--- src/rtl/wdog_pkg.sv ---
package wdog_pkg;

    localparam int REG_W = 13;

    localparam int B_CLR   = 0;
    localparam int B_RSTEN = 1;
    localparam int B_RSTF  = 2;
    localparam int B_TOF   = 3;
    localparam int B_WKEN  = 4;
    localparam int B_WKF   = 5;
    localparam int B_INTEN = 6;
    localparam int B_EN    = 7;
    localparam int B_SEL   = 8;
    localparam int B_DLY   = 11;

    typedef enum logic [1:0] {
        ST_IDLE  = 2'd0,
        ST_GRACE = 2'd1,
        ST_HOLD  = 2'd2
    } wd_state_e;

    function automatic int unsigned grace_len(input logic [1:0] code);
        unique case (code)
            2'b00:   return 1026;
            2'b01:   return 130;
            2'b10:   return 18;
            default: return 3;
        endcase
    endfunction

endpackage

--- src/rtl/wdog_counter.sv ---
module wdog_counter #(
    parameter int CNT_W = 18
) (
    input  logic       clk,
    input  logic       rst_n,
    input  logic       enable,
    input  logic       clr,
    input  logic       hold,
    input  logic [2:0] sel,
    output logic       timeout
);
    logic [CNT_W-1:0] cnt;
    logic [CNT_W:0]   span;
    logic [CNT_W-1:0] limit;

    always_comb begin
        span  = (CNT_W+1)'(1) << (4 + 2 * int'(sel));
        limit = CNT_W'(span - 1'b1);
    end

    always_ff @(posedge clk or negedge rst_n) begin
        if (!rst_n)
            cnt <= '0;
        else if (clr || !enable || hold)
            cnt <= '0;
        else
            cnt <= cnt + 1'b1;
    end

    assign timeout = enable && !hold && !clr && (cnt == limit);

    p_clear_zero_r4: assert property (@(posedge clk) disable iff (!rst_n)
        clr |=> (cnt == '0));

endmodule

--- src/rtl/wdog_seq.sv ---
module wdog_seq
    import wdog_pkg::*;
#(
    parameter int HOLD_LEN = 63
) (
    input  logic       clk,
    input  logic       rst_n,
    input  logic       timeout,
    input  logic       clr,
    input  logic       enable,
    input  logic       rst_en,
    input  logic [1:0] dly,
    output logic       sys_rst,
    output logic       hold,
    output logic       rst_evt
);
    localparam int MAXL = (HOLD_LEN > 1026) ? HOLD_LEN : 1026;
    localparam int TW   = $clog2(MAXL + 1);

    wd_state_e       state, state_n;
    logic [TW-1:0]   tmr;
    logic [TW-1:0]   grace_last;

    assign grace_last = TW'(grace_len(dly) - 1);

    always_comb begin
        state_n = state;
        unique case (state)
            ST_IDLE:  if (timeout && rst_en) state_n = ST_GRACE;
            ST_GRACE: begin
                if (clr || !enable || !rst_en) state_n = ST_IDLE;
                else if (tmr == grace_last)    state_n = ST_HOLD;
            end
            ST_HOLD:  if (tmr == TW'(HOLD_LEN - 1)) state_n = ST_IDLE;
            default:  state_n = ST_IDLE;
        endcase
    end

    always_ff @(posedge clk or negedge rst_n) begin
        if (!rst_n) begin
            state <= ST_IDLE;
            tmr   <= '0;
        end else begin
            state <= state_n;
            tmr   <= (state_n != state) ? '0 : tmr + 1'b1;
        end
    end

    always_comb begin
        sys_rst = (state == ST_HOLD);
        hold    = (state == ST_HOLD);
        rst_evt = (state == ST_GRACE) && (state_n == ST_HOLD);
    end

    p_grace_entry_r2: assert property (@(posedge clk) disable iff (!rst_n)
        (state == ST_GRACE && $past(state) == ST_IDLE) |-> $past(timeout));
    p_hold_min_r3: assert property (@(posedge clk) disable iff (!rst_n)
        $rose(sys_rst) |=> sys_rst);
    p_cancel_r4: assert property (@(posedge clk) disable iff (!rst_n)
        (state == ST_GRACE && clr) |=> (state == ST_IDLE));
    p_no_rst_off_r5: assert property (@(posedge clk) disable iff (!rst_n)
        $rose(sys_rst) |-> $past(rst_en));

endmodule

--- src/rtl/wdog_core.sv ---
module wdog_core
    import wdog_pkg::*;
#(
    parameter int CNT_W    = 18,
    parameter int HOLD_LEN = 63
) (
    input  logic             clk,
    input  logic             rst_n,
    input  logic             force_on,
    input  logic             src_is_32k,
    input  logic             reg_wr,
    input  logic [REG_W-1:0] wr_data,
    output logic [REG_W-1:0] rd_data,
    output logic             irq,
    output logic             wake_req,
    output logic             sys_rst
);
    logic       en_q, rsten_q, wken_q, inten_q;
    logic [2:0] sel_q;
    logic [1:0] dly_q;
    logic       f_to, f_wk, f_rst;
    logic       enable, clr, timeout, hold, rst_evt;

    assign enable = en_q | force_on;
    assign clr    = reg_wr & wr_data[B_CLR];

    always_ff @(posedge clk or negedge rst_n) begin
        if (!rst_n) begin
            en_q    <= 1'b0;
            rsten_q <= 1'b0;
            wken_q  <= 1'b0;
            inten_q <= 1'b0;
            sel_q   <= '0;
            dly_q   <= '0;
        end else if (reg_wr) begin
            en_q    <= wr_data[B_EN];
            rsten_q <= wr_data[B_RSTEN];
            wken_q  <= wr_data[B_WKEN];
            inten_q <= wr_data[B_INTEN];
            sel_q   <= wr_data[B_SEL +: 3];
            dly_q   <= wr_data[B_DLY +: 2];
        end
    end

    always_ff @(posedge clk or negedge rst_n) begin
        if (!rst_n) begin
            f_to  <= 1'b0;
            f_wk  <= 1'b0;
            f_rst <= 1'b0;
        end else begin
            f_to  <= (f_to  & ~(reg_wr & wr_data[B_TOF]))  | timeout;
            f_wk  <= (f_wk  & ~(reg_wr & wr_data[B_WKF]))  | (timeout & wken_q & src_is_32k);
            f_rst <= (f_rst & ~(reg_wr & wr_data[B_RSTF])) | rst_evt;
        end
    end

    wdog_counter #(.CNT_W(CNT_W)) u_cnt (
        .clk     (clk),
        .rst_n   (rst_n),
        .enable  (enable),
        .clr     (clr),
        .hold    (hold),
        .sel     (sel_q),
        .timeout (timeout)
    );

    wdog_seq #(.HOLD_LEN(HOLD_LEN)) u_seq (
        .clk     (clk),
        .rst_n   (rst_n),
        .timeout (timeout),
        .clr     (clr),
        .enable  (enable),
        .rst_en  (rsten_q),
        .dly     (dly_q),
        .sys_rst (sys_rst),
        .hold    (hold),
        .rst_evt (rst_evt)
    );

    always_comb begin
        rd_data            = '0;
        rd_data[B_RSTEN]   = rsten_q;
        rd_data[B_RSTF]    = f_rst;
        rd_data[B_TOF]     = f_to;
        rd_data[B_WKEN]    = wken_q;
        rd_data[B_WKF]     = f_wk;
        rd_data[B_INTEN]   = inten_q;
        rd_data[B_EN]      = enable;
        rd_data[B_SEL +: 3] = sel_q;
        rd_data[B_DLY +: 2] = dly_q;
        irq                = f_to & inten_q;
        wake_req           = f_wk;
    end

    p_flag_from_timeout_r1: assert property (@(posedge clk) disable iff (!rst_n)
        $rose(f_to) |-> $past(timeout));
    p_wake_gate_r7: assert property (@(posedge clk) disable iff (!rst_n)
        $rose(f_wk) |-> $past(src_is_32k && wken_q));
    p_rst_flag_r8: assert property (@(posedge clk) disable iff (!rst_n)
        $rose(f_rst) |-> sys_rst);

endmodule

--- config.mk ---
export PLATFORM = sky130hd
export DESIGN_NAME = wdog_core
export DESIGN_NICKNAME = d
export VERILOG_FILES = /design/src/rtl/wdog_pkg.sv /design/src/rtl/wdog_counter.sv /design/src/rtl/wdog_seq.sv /design/src/rtl/wdog_core.sv
export SDC_FILE = /design/constraint.sdc
export NUM_CORES = 1
export LEC_CHECK = 0
export ABC_AREA = 1
export ABC_CLOCK_PERIOD_IN_PS = 5200
export BUFFER_PORTS_ARGS = -buffer_cell sky130_fd_sc_hd__buf_2
export CAP_MARGIN = 5
export CORE_MARGIN = 1
export CORE_UTILIZATION = 35
export DETAILED_ROUTE_END_ITERATION = 7
export HOLD_SLACK_MARGIN = 0.08
export SLEW_MARGIN = 20
export SYNTH_ARGS = -nofsm -noshare
export SYNTH_HDL_FRONTEND = slang
export SYNTH_HIERARCHICAL = 1
export SYNTH_SLANG_ARGS = --single-unit
--- constraint.sdc ---
create_clock -name clk -period 5.2 [get_ports clk]
set_clock_uncertainty 0.05 [all_clocks]
set_input_delay 0.78 -clock clk [delete_from_list [all_inputs] [get_ports clk]]
set_output_delay 0.78 -clock clk [all_outputs]
set_load 0.02 [all_outputs]
==> impl_metrics.py <==
metrics = {
    "clock_network": {
        "clock-sinks": 43,
        "h-tree-depth": 2,
        "clk_pin_slew_worst_paths_ns": 0.09,
        "cts_resized": 0,
        "cts_tree": "yes",
        "cts_buffers": 5,
        "post-cts-setup-buffers": 0,
        "clk_path_buf_depth": 2,
        "cts-root-buf": "clkbuf_8",
        "clk_latency_ns": 0.30,
        "hold_buffers": 0,
    },
    "global_route": {
        "grt_pass1_vias": 2413,
        "grt_antenna_before_repair": 0,
        "grt_pass1_wl_mm": 10.9,
        "track_usage_pct": 15.8,
        "grt-ovfl-total": 0,
        "grt_max_degree": 44,
    },
    "synthesis": {
        "synth-seq-cells": 43,
        "syn_area_per_cell_sq_um": 7.14,
        "async_flop_share_pct": 100,
        "synth_area_leaders": "dfrtp_1, nand2_1, nor2_1",
        "synthCells": 407,
        "synth_top_area_share_pct": 37.0,
        "synth_nets": 434,
        "ys_seq_area_share_pct": 37.0,
        "synthesis.area_sq_um": 2910,
        "synth-edff-count": 0,
        "synth_top_cell_by_area": "dfrtp_1",
        "ys_types": 38,
        "ys.flop_type": "dfrtp_1",
        "yosys_warnings": 6,
    },
    "floorplanning": {
        "die_height_um": 93.1,
        "start_util_pct": 36.8,
        "fp.dieArea_sq_um": 8670,
        "pin_count": 34,
        "num_rows": 32,
        "core_area_sq_um": 7890,
        "die_w_um": 93.1,
    },
    "job": {
        "drv_cap": 0,
    },
    "placement": {
        "dp_hpwl_mm": 4.71,
        "io_buffers": 32,
        "place_congestion": 0.835,
        "post_dp_cell_area_sq_um": 3080,
    },
    "setup_path": {
        "reg2reg_depth": 14,
        "r2r_start": "sel_q[1]$_DFFE_PN0P_",
        "worstSetupEndpointType": "flip-flop",
        "crit_chain": "inv_2 -> ha_1 -> nor2_2 -> inv_1 -> nand3_1 -> nand2_1 -> nor2_1 -> nand3_1 -> nor2_1 -> nand2_1 -> o21bai_1 -> nand2_2 -> nand2_2 -> nor2_1",
        "arrival_ns": 2.81,
        "setup.worst_path.class": "flip-flop to flip-flop",
        "r2r-end": "u_seq/tmr[10]$_DFF_PN0_",
        "path_common_cell": "nor2_1",
        "r2r_setup_slack_ns": 2.51,
        "cp_max_fo": 11,
        "cpMaxStageDelayCell": "dfrtp_1",
        "required_ns": 5.33,
        "slowest_delay_ns": 0.55,
        "critPathLaunchType": "flip-flop",
    },
    "detailed_routing": {
        "antenna_left": 0,
        "drt_wl_total_mm": 6.21,
        "vias_per_cell": 4.68,
        "remaining_drc_errors": 0,
        "drt_pass1_iterations": 4,
        "wl_per_cell_um": 11.6,
        "first_iter_violations": 88,
        "vias": 2503,
    },
    "sta": {
        "slew_headroom_pct": 61.7,
        "fin_crit_sh_pct": 51.6,
        "worstMarginPinSlew_ns": 0.574,
        "min_period_ns": 2.69,
        "rsz0062_at_grt": "no",
        "setup_viol": 0,
        "max_freq_mhz": 372,
        "slew_violations": 0,
        "tns_ns": 0,
        "final-hold-violation-count": 0,
    },
    "power": {
        "powerDensity_nw_per_um2": 216,
        "ir_worst_vdd_v": 0.000105,
        "p_leak_nw": 1.56,
        "finalPower_w": 0.000685,
    },
    "finish": {
        "design_area_sq_um": 3170,
        "drive_above_1_share_pct": 21.0,
        "diodes": 0,
        "syn_to_final_growth_pct": 9.13,
        "layout.nets": 459,
    },
    "min_path": {
        "hp-class": "input port to asynchronous set/reset pin",
    },
    "status": {
        "outcome": "completed",
    },
}
-- how the worst max path moves through the flow --
stage,startpoint,end,slack (ns),cells past startpoint
after CTS,sel_q[1]$_DFFE_PN0P_,u_seq/tmr[10]$_DFF_PN0_,2.49,14
after detailed placement,reg_wr,u_seq/tmr[10]$_DFF_PN0_,2.26,15
after global placement,reg_wr,u_seq/tmr[10]$_DFF_PN0_,2.32,15
after global routing,sel_q[1]$_DFFE_PN0P_,u_seq/tmr[10]$_DFF_PN0_,2.19,17
final,sel_q[1]$_DFFE_PN0P_,u_seq/tmr[10]$_DFF_PN0_,2.51,14
after floorplan,sel_q[1]$_DFFE_PN0P_,u_seq/tmr[0]$_DFF_PN0_,2.78,18
-- Yosys cell counts (3+ instances only) --
master	n
inv_1	44
nand2_1	114
nand2_2	10
clkinv_1	3
buf_4	9
nor2_1	48
inv_2	13
nor2_2	16
ha_1	9
a21oi_1	9
o21ai_0	12
nand3_1	21
dfrtp_1	43
buf_6	3
o21ai_1	4
xor2_1	9
nand4_1	4
nor3_2	3
nor3_1	8
-- kinds of logic (layout without fill, tap and decap cells) --
| family | after synthesis | count (layout) | share of synthesized area (%) |
|---|---|---|---|
| xor gates and xnor gates | 11 | 11 | 3.32 |
| and+or+nand+nor | 235 | 235 | 37.4 |
| other | 1 | 1 | 0.129 |
| DFF | 43 | 43 | 37.0 |
| AOI/OAI and AO/OA | 34 | 34 | 6.72 |
| buffers and inverters | 74 | 100 | 11.5 |
| adders and majority gates | 9 | 9 | 3.88 |
-- registers in the layout, summed over array words and instances (netlist names) --
signal and cells:
u_cnt/cnt 18, inten_q 1, u_seq/state 2, dly_q 2
f_rst 1, sel_q 3, u_seq/tmr 11, wake_req 1
f_to 1, wken_q 1, rsten_q 1, en_q 1
-- cell type report --
type	count	area [sq um]
Multi-Input combinational cell	290	1490
Clock buffer	6	72.6
Fill cell	858	4720
Timing Repair Buffer	32	163
Tap cell	102	128
Clock inverter	2	12.5
Inverter	60	225
Sequential cell	43	1080
-- worst max-delay path: cells and delay by family, from the launching register on --
kind | cells | cell delay (ns)
DFF | 1 | 0.55
adders and majority gates | 1 | 0.38
buffers and inverters | 2 | 0.18
AOI/OAI and AO/OA | 1 | 0.16
and+or+nand+nor | 10 | 1.23
-- routing by layer --
| metal | up-vias | share of wire (%) | global-route usage (%) |
|---|---|---|---|
| met5 | - | 0 | 0 |
| met4 | 0 | 0.82 | 3.72 |
| met2 | 40 | 47 | 27.1 |
| li1 | 1298 | - | - |
| met3 | 5 | 4.2 | 3.09 |
| met1 | 1160 | 48 | 20.4 |
-- cell usage in the layout, fill, tap and decap left out, types with 2 or more instances in the layout --
cell      instances
nand2_1         114
buf_2            31
nand2_2          10
nor2_2           16
inv_2            13
ha_1              9
nor3_4            2
o21ai_1           4
nand3_1          21
nand3_2           2
o21ai_0          12
nor3_1            8
clkinv_1          3
nor3_2            3
nand4_2           2
nor2_1           48
xor2_1            9
dfrtp_1          43
a21oi_1           9
nand4_1           4
o21bai_1          2
o21a_1            2
clkbuf_8          5
inv_1            44
xnor2_1           2
-- through the flow --
step / hold slack, ns / worst slack, ns / utilization, % / cells
floorplan: 0.392 / 2.78 / - / 407
global placement: 0.406 / 2.32 / 39.1 / 527
detailed placement: 0.410 / 2.26 / 39.1 / 527
CTS: 0.432 / 2.49 / 40.2 / 535
global route: 0.467 / 2.19 / 40.2 / 535
finish: 0.418 / 2.51 / 40.2 / 535
-- power by group --
group	internal, W	leakage, nW	switching, W
Sequential	0.000344	0.572	0.0000165
Combinational	0.0000367	0.950	0.0000713
Clock	0.0000941	0.0412	0.000122
Total	0.000475	1.56	0.000210
Note: power is estimated with default switching activity, not from simulation.
